===== src/rtl/seg_agu_pkg.sv =====
package seg_agu_pkg;
  localparam int unsigned SEG_W_DEF = 16;
  localparam int unsigned OFF_W_DEF = 16;
  localparam int unsigned SHIFT_DEF = 4;
  localparam int unsigned PA_W_DEF  = 20;
  localparam int unsigned LEN_W_DEF = 3;
  localparam int unsigned LEN_MAX_DEF = 6;

  typedef enum logic [1:0] {
    PTR_HOLD = 2'd0,
    PTR_STEP = 2'd1,
    PTR_LOAD = 2'd2
  } ptr_op_e;
endpackage


===== src/rtl/seg_addr_adder.sv =====
module seg_addr_adder #(
  parameter int unsigned SEG_W = seg_agu_pkg::SEG_W_DEF,
  parameter int unsigned OFF_W = seg_agu_pkg::OFF_W_DEF,
  parameter int unsigned SHIFT = seg_agu_pkg::SHIFT_DEF,
  parameter int unsigned PA_W  = seg_agu_pkg::PA_W_DEF
) (
  input  logic [SEG_W-1:0] seg,
  input  logic [OFF_W-1:0] off,
  output logic [PA_W-1:0]  phys
);
  localparam int unsigned BASE_W = SEG_W + SHIFT;
  localparam int unsigned SUM_W  = (BASE_W > OFF_W ? BASE_W : OFF_W) + 1;

  logic [SUM_W-1:0] base_ext;
  logic [SUM_W-1:0] off_ext;
  logic [SUM_W-1:0] sum;

  assign base_ext = SUM_W'({seg, {SHIFT{1'b0}}});
  assign off_ext  = SUM_W'(off);
  assign sum      = base_ext + off_ext;

  generate
    if (SUM_W > PA_W) begin : g_trunc
      assign phys = sum[PA_W-1:0];
    end else begin : g_ext
      assign phys = PA_W'(sum);
    end
  endgenerate
endmodule


===== src/rtl/seg_base_reg.sv =====
module seg_base_reg #(
  parameter int unsigned SEG_W = seg_agu_pkg::SEG_W_DEF,
  parameter logic [SEG_W-1:0] RST_VAL = '1
) (
  input  logic             clk,
  input  logic             rst_n,
  input  logic             ld,
  input  logic [SEG_W-1:0] ld_val,
  output logic [SEG_W-1:0] q
);
  always_ff @(posedge clk or negedge rst_n) begin
    if (!rst_n)  q <= RST_VAL;
    else if (ld) q <= ld_val;
  end

  a_r5_seg_hold: assert property (@(posedge clk) disable iff (!rst_n)
    !ld |=> $stable(q));
  a_r8_seg_load: assert property (@(posedge clk) disable iff (!rst_n)
    ld |=> q == $past(ld_val));
endmodule


===== src/rtl/seg_ptr_reg.sv =====
module seg_ptr_reg #(
  parameter int unsigned OFF_W   = seg_agu_pkg::OFF_W_DEF,
  parameter int unsigned LEN_W   = seg_agu_pkg::LEN_W_DEF,
  parameter int unsigned LEN_MAX = seg_agu_pkg::LEN_MAX_DEF
) (
  input  logic             clk,
  input  logic             rst_n,
  input  logic             fire,
  input  logic [LEN_W-1:0] len,
  input  logic             ld,
  input  logic [OFF_W-1:0] ld_val,
  output logic [OFF_W-1:0] q
);
  import seg_agu_pkg::*;

  localparam logic [LEN_W-1:0] LEN_HI = LEN_W'(LEN_MAX);

  logic    len_ok;
  ptr_op_e op;
  logic [OFF_W-1:0] step_val;

  assign len_ok   = (len != '0) && (len <= LEN_HI);
  assign step_val = q + OFF_W'(len);

  always_comb begin
    if (ld)                  op = PTR_LOAD;
    else if (fire && len_ok) op = PTR_STEP;
    else                     op = PTR_HOLD;
  end

  always_ff @(posedge clk or negedge rst_n) begin
    if (!rst_n) q <= '0;
    else begin
      case (op)
        PTR_LOAD: q <= ld_val;
        PTR_STEP: q <= step_val;
        default:  q <= q;
      endcase
    end
  end

  a_r4_advance: assert property (@(posedge clk) disable iff (!rst_n)
    (fire && !ld && len >= LEN_W'(1) && len <= LEN_HI)
      |=> q == $past(q) + OFF_W'($past(len)));
  a_r7_load_wins: assert property (@(posedge clk) disable iff (!rst_n)
    ld |=> q == $past(ld_val));
  a_r6_ptr_hold: assert property (@(posedge clk) disable iff (!rst_n)
    (!fire && !ld) |=> $stable(q));
  a_r9_bad_len: assert property (@(posedge clk) disable iff (!rst_n)
    (fire && !ld && (len == '0 || len > LEN_HI)) |=> $stable(q));
endmodule


===== src/rtl/seg_fetch_agu.sv =====
module seg_fetch_agu #(
  parameter int unsigned SEG_W   = seg_agu_pkg::SEG_W_DEF,
  parameter int unsigned OFF_W   = seg_agu_pkg::OFF_W_DEF,
  parameter int unsigned SHIFT   = seg_agu_pkg::SHIFT_DEF,
  parameter int unsigned PA_W    = seg_agu_pkg::PA_W_DEF,
  parameter int unsigned LEN_W   = seg_agu_pkg::LEN_W_DEF,
  parameter int unsigned LEN_MAX = seg_agu_pkg::LEN_MAX_DEF
) (
  input  logic             clk,
  input  logic             rst_n,
  input  logic             run,
  output logic             fetch_valid,
  input  logic             fetch_ready,
  output logic [PA_W-1:0]  fetch_addr,
  input  logic [LEN_W-1:0] fetch_len,
  input  logic             seg_ld,
  input  logic [SEG_W-1:0] seg_ld_val,
  input  logic             ptr_ld,
  input  logic [OFF_W-1:0] ptr_ld_val,
  output logic [SEG_W-1:0] code_seg,
  output logic [OFF_W-1:0] instr_ptr,
  input  logic [SEG_W-1:0] data_seg,
  input  logic [OFF_W-1:0] data_off,
  output logic [PA_W-1:0]  data_addr
);
  localparam int unsigned LOW_W = (SHIFT < OFF_W) ? SHIFT : OFF_W;

  logic fire;

  assign fetch_valid = run;
  assign fire        = run & fetch_ready;

  seg_base_reg #(.SEG_W(SEG_W), .RST_VAL('1)) u_cs (
    .clk(clk), .rst_n(rst_n), .ld(seg_ld), .ld_val(seg_ld_val), .q(code_seg)
  );

  seg_ptr_reg #(.OFF_W(OFF_W), .LEN_W(LEN_W), .LEN_MAX(LEN_MAX)) u_ip (
    .clk(clk), .rst_n(rst_n), .fire(fire), .len(fetch_len),
    .ld(ptr_ld), .ld_val(ptr_ld_val), .q(instr_ptr)
  );

  seg_addr_adder #(.SEG_W(SEG_W), .OFF_W(OFF_W), .SHIFT(SHIFT), .PA_W(PA_W)) u_fetch_add (
    .seg(code_seg), .off(instr_ptr), .phys(fetch_addr)
  );

  seg_addr_adder #(.SEG_W(SEG_W), .OFF_W(OFF_W), .SHIFT(SHIFT), .PA_W(PA_W)) u_data_add (
    .seg(data_seg), .off(data_off), .phys(data_addr)
  );

  always_ff @(posedge clk) begin
    if (rst_n) begin
      a_r2_low_bits: assert (fetch_addr[LOW_W-1:0] == instr_ptr[LOW_W-1:0]);
      a_r3_data_low: assert (data_addr[LOW_W-1:0] == data_off[LOW_W-1:0]);
    end
  end

  a_r10_no_run_hold: assert property (@(posedge clk) disable iff (!rst_n)
    (!run && !ptr_ld) |=> $stable(instr_ptr));
  a_r6_backpressure: assert property (@(posedge clk) disable iff (!rst_n)
    (fetch_valid && !fetch_ready && !ptr_ld && !seg_ld) |=> $stable(fetch_addr));
endmodule


===== config.mk =====
export PLATFORM = sky130hd
export DESIGN_NAME = seg_fetch_agu
export DESIGN_NICKNAME = d
export VERILOG_FILES = /design/src/rtl/seg_agu_pkg.sv /design/src/rtl/seg_addr_adder.sv /design/src/rtl/seg_base_reg.sv /design/src/rtl/seg_ptr_reg.sv /design/src/rtl/seg_fetch_agu.sv
export SDC_FILE = /design/constraint.sdc
export NUM_CORES = 1
export LEC_CHECK = 0
export ABC_CLOCK_PERIOD_IN_PS = 3470
export BUFFER_PORTS_ARGS = -buffer_cell sky130_fd_sc_hd__buf_2
export CORE_ASPECT_RATIO = 1.4
export CORE_MARGIN = 4
export CORE_UTILIZATION = 49
export CTS_CLUSTER_SIZE = 25
export DETAILED_ROUTE_END_ITERATION = 16
export PLACE_DENSITY = 0.82
export SLEW_MARGIN = 40
export SYNTH_ARGS = -nofsm -noshare
export SYNTH_HDL_FRONTEND = slang
export SYNTH_HIERARCHICAL = 1
export SYNTH_SLANG_ARGS = --single-unit

===== constraint.sdc =====
create_clock -name clk -period 3.47 [get_ports clk]
set_input_delay 0.694 -clock clk [delete_from_list [all_inputs] [get_ports clk]]
set_output_delay 0.694 -clock clk [all_outputs]
set_load 0.1 [all_outputs]

==> impl_metrics.toml <==
[status]
status = "completed"

[critical_path]
r2r_end = "u_ip/q[14]"
cp-end-kind = "primary output"
worstSetupPathType = "register to primary output"
rrSetupSlack_ps = 1270
reg2reg_depth = 6
crit_arrival_ps = 2660
reg2reg_from = "u_ip/q[0]"
critPathLaunchType = "register"
worstPathMaxFanout = 8
worstPathRequired_ps = 2780

[yosys]
yosys.cell_count.top_type = "nand2_1"
async_flop_share = 1.000
synth_area_um2 = 3386
yosysTopAreaCell = "dfstp_2"
synth_area_leaders = "dfstp_2 12%, dfrtp_1 12%, ha_1 10%"
yosys_warnings = 6
synth-edff-count = 0
synth_top_cell_area_share = 0.1242
ys_seq_elements = 32
yosysUniqueCellTypes = 55
syn_nets = 473
syn_inst = 370
synthTopCellsByCount = "31 x nand2_1, 27 x ha_1, 25 x nand3_1"
synth_area_per_cell_um2 = 9.151
ys_seq_area_frac = 0.2424
ys.flop_type = "dfstp_2"

[final_layout]
fin_cells = 588
nFillCells = 516
diodes = 0
ff_latch_area_um2 = 848.3
final_nets = 598
area_growth_syn_to_layout_pct = 35.92
drive_gt1_frac = 0.4617
multi_input_area_um2 = 2565

[clocking]
root_buffer = "clkbuf_8"
cts_tree = "yes"
cts_buffer_depth = 2
htreeDepth = 2
clk_pin_slew_ps = 80
clk_latency_ps = 290
cts_num_sinks = 32
cts_buffers = 5
cts_hold_buf = 0

[global_route]
grt_max_degree = 33
grt_overflow = 0
grt_pass1_wl_um = 15960
grt_pass1_vias = 3534
antenna_found_initial = 0
track_usage = 0.2335

[routing]
dr.pass1.iters = 4
viasPerCell = 5.937
vias = 3491
avgRoutedWirePerCell_um = 16.53
ant_nets = 0
drcViolationCount = 0
wl_um = 9719
drt_iter0_drc = 163

[power_and_ir_drop]
total_power_mw = 2.845
p_per_area_nw_per_um2 = 618.2
p_leak_nw = 2.100
ir_worst_vdd_uv = 337.8

[flow_run]
cap_violations = 0

[placement]
dp_cells = 579
routabilityCongestion = 0.8734
port-buffer-count = 137
dp_hpwl_um = 7721

[floorplanning]
boundaryPins = 146
fp.coreArea_um2 = 6656
rows = 35
dieWidth_um = 78.26
die_h_um = 106.4
initial_core_util = 0.5086
dieArea_um2 = 8323

[timing]
period_minus_slack_ps = 3356
hold_viol = 0
finalClockSkew_ps = 10.33
period_share = 0.9673
setup_violations = 0
tightestPinTransition_ps = 484.3
relSlewSlack = 0.6737
setup_tns_ps = 0
finalMaxSlewViolations = 0
fmax_mhz = 297.9
rsz0062_at_grt = "no"
hold_ws_ps = 332.3

[hold_path]
hold_class = "primary input to asynchronous set/reset pin"
-- routing by layer --
layer | up-vias | routed length, µm | GRT usage | part of all wire
li1 | 1656 | - | - | -
met1 | 1679 | 3628 | 0.2572 | 0.37
met2 | 138 | 5249 | 0.4498 | 0.54
met3 | 18 | 640 | 0.03475 | 0.066
met4 | 0 | 201 | 0.07375 | 0.021
met5 | - | 0 | 0 | 0
-- placed cells by master (no fill, tap or decap), types with 5 or more instances in the layout --
cell and count:
a21oi_1 21, nand2_1 31, nand2b_1 6, a21o_1 11, inv_1 12, clkbuf_8 5
a31oi_1 8, or3_1 6, and2_1 5, nand3_1 24, buf_2 121, dfrtp_2 7
ha_1 26, nand4_1 10, or4_1 11, o31ai_1 5, buf_4 6, o211ai_1 10
buf_12 12, dfrtp_1 8, dfstp_2 12, nor2_1 19, xnor2_2 10, mux2_2 6
mux2_4 10, o21ai_0 6
-- power breakdown --
| part | switching (mW) | internal (mW) | total (mW) |
|---|---|---|---|
| logic | 1.49 | 0.509 | 2.00 |
| registers | 0.0569 | 0.430 | 0.487 |
| clock network | 0.148 | 0.213 | 0.362 |
-- sequential cells by signal (all words and copies together), names as in the netlist --
signal	count
u_cs/q	16
u_ip/q	16
-- metrics by stage --
step | setup slack, ps | util | cell area (µm²)
floorplan | -177.9 | - | 3651
global placement | 156.2 | 0.6720 | 4473
detailed placement | 141.2 | 0.6720 | 4473
CTS | 15.44 | 0.6882 | 4581
global route | 22.14 | 0.6914 | 4602
finish | 113.6 | 0.6914 | 4602
-- final cells by class --
class                   instances  area share
clock buffers                   6     0.01577
well taps                      92     0.02501
inverters                      13     0.01060
multi-input cells             301      0.5574
clock inverters                 2    0.007613
flip-flops and latches         32      0.1843
repair buffers                142      0.1993
-- how the worst max path moves through the flow --
stage	from	end	cells past startpoint
global placement	data_seg[0]	data_addr[16]	9
floorplan	data_seg[5]	data_addr[10]	4
detailed placement	data_seg[0]	data_addr[16]	9
CTS	u_ip/q[4]	fetch_addr[18]	7
global route	u_cs/q[0]	fetch_addr[12]	8
finish	u_cs/q[5]	fetch_addr[12]	7
-- logic make-up (layout without fill, tap and decap cells) --
| family | after synthesis | after routing | synth area share |
|---|---|---|---|
| AND/OR/NAND/NOR | 137 | 137 | 0.2191 |
| AO/OA/AOI/OAI | 96 | 96 | 0.2284 |
| buffers and inverters | 37 | 163 | 0.07021 |
| flip-flops | 32 | 32 | 0.2424 |
| adder cells (fa/ha/maj) | 30 | 30 | 0.1175 |
| XOR/XNOR | 19 | 19 | 0.04915 |
| multiplexers | 19 | 19 | 0.07317 |
-- worst max-delay path, cell delays in order, from the launching register on --
cell	delay (ps)
dfstp_4	640
ha_1	290
and3_2	270
a221oi_4	70
buf_4	180
or4_1	530
nand4_1	150
buf_6	240
-- timing repair --
item,4_1_cts,5_1_grt
resized for setup,1,5
setup endpoints to repair,1,5
pin swaps,0,1
buffers inserted,0,1
(Power assumes the default switching activity.)
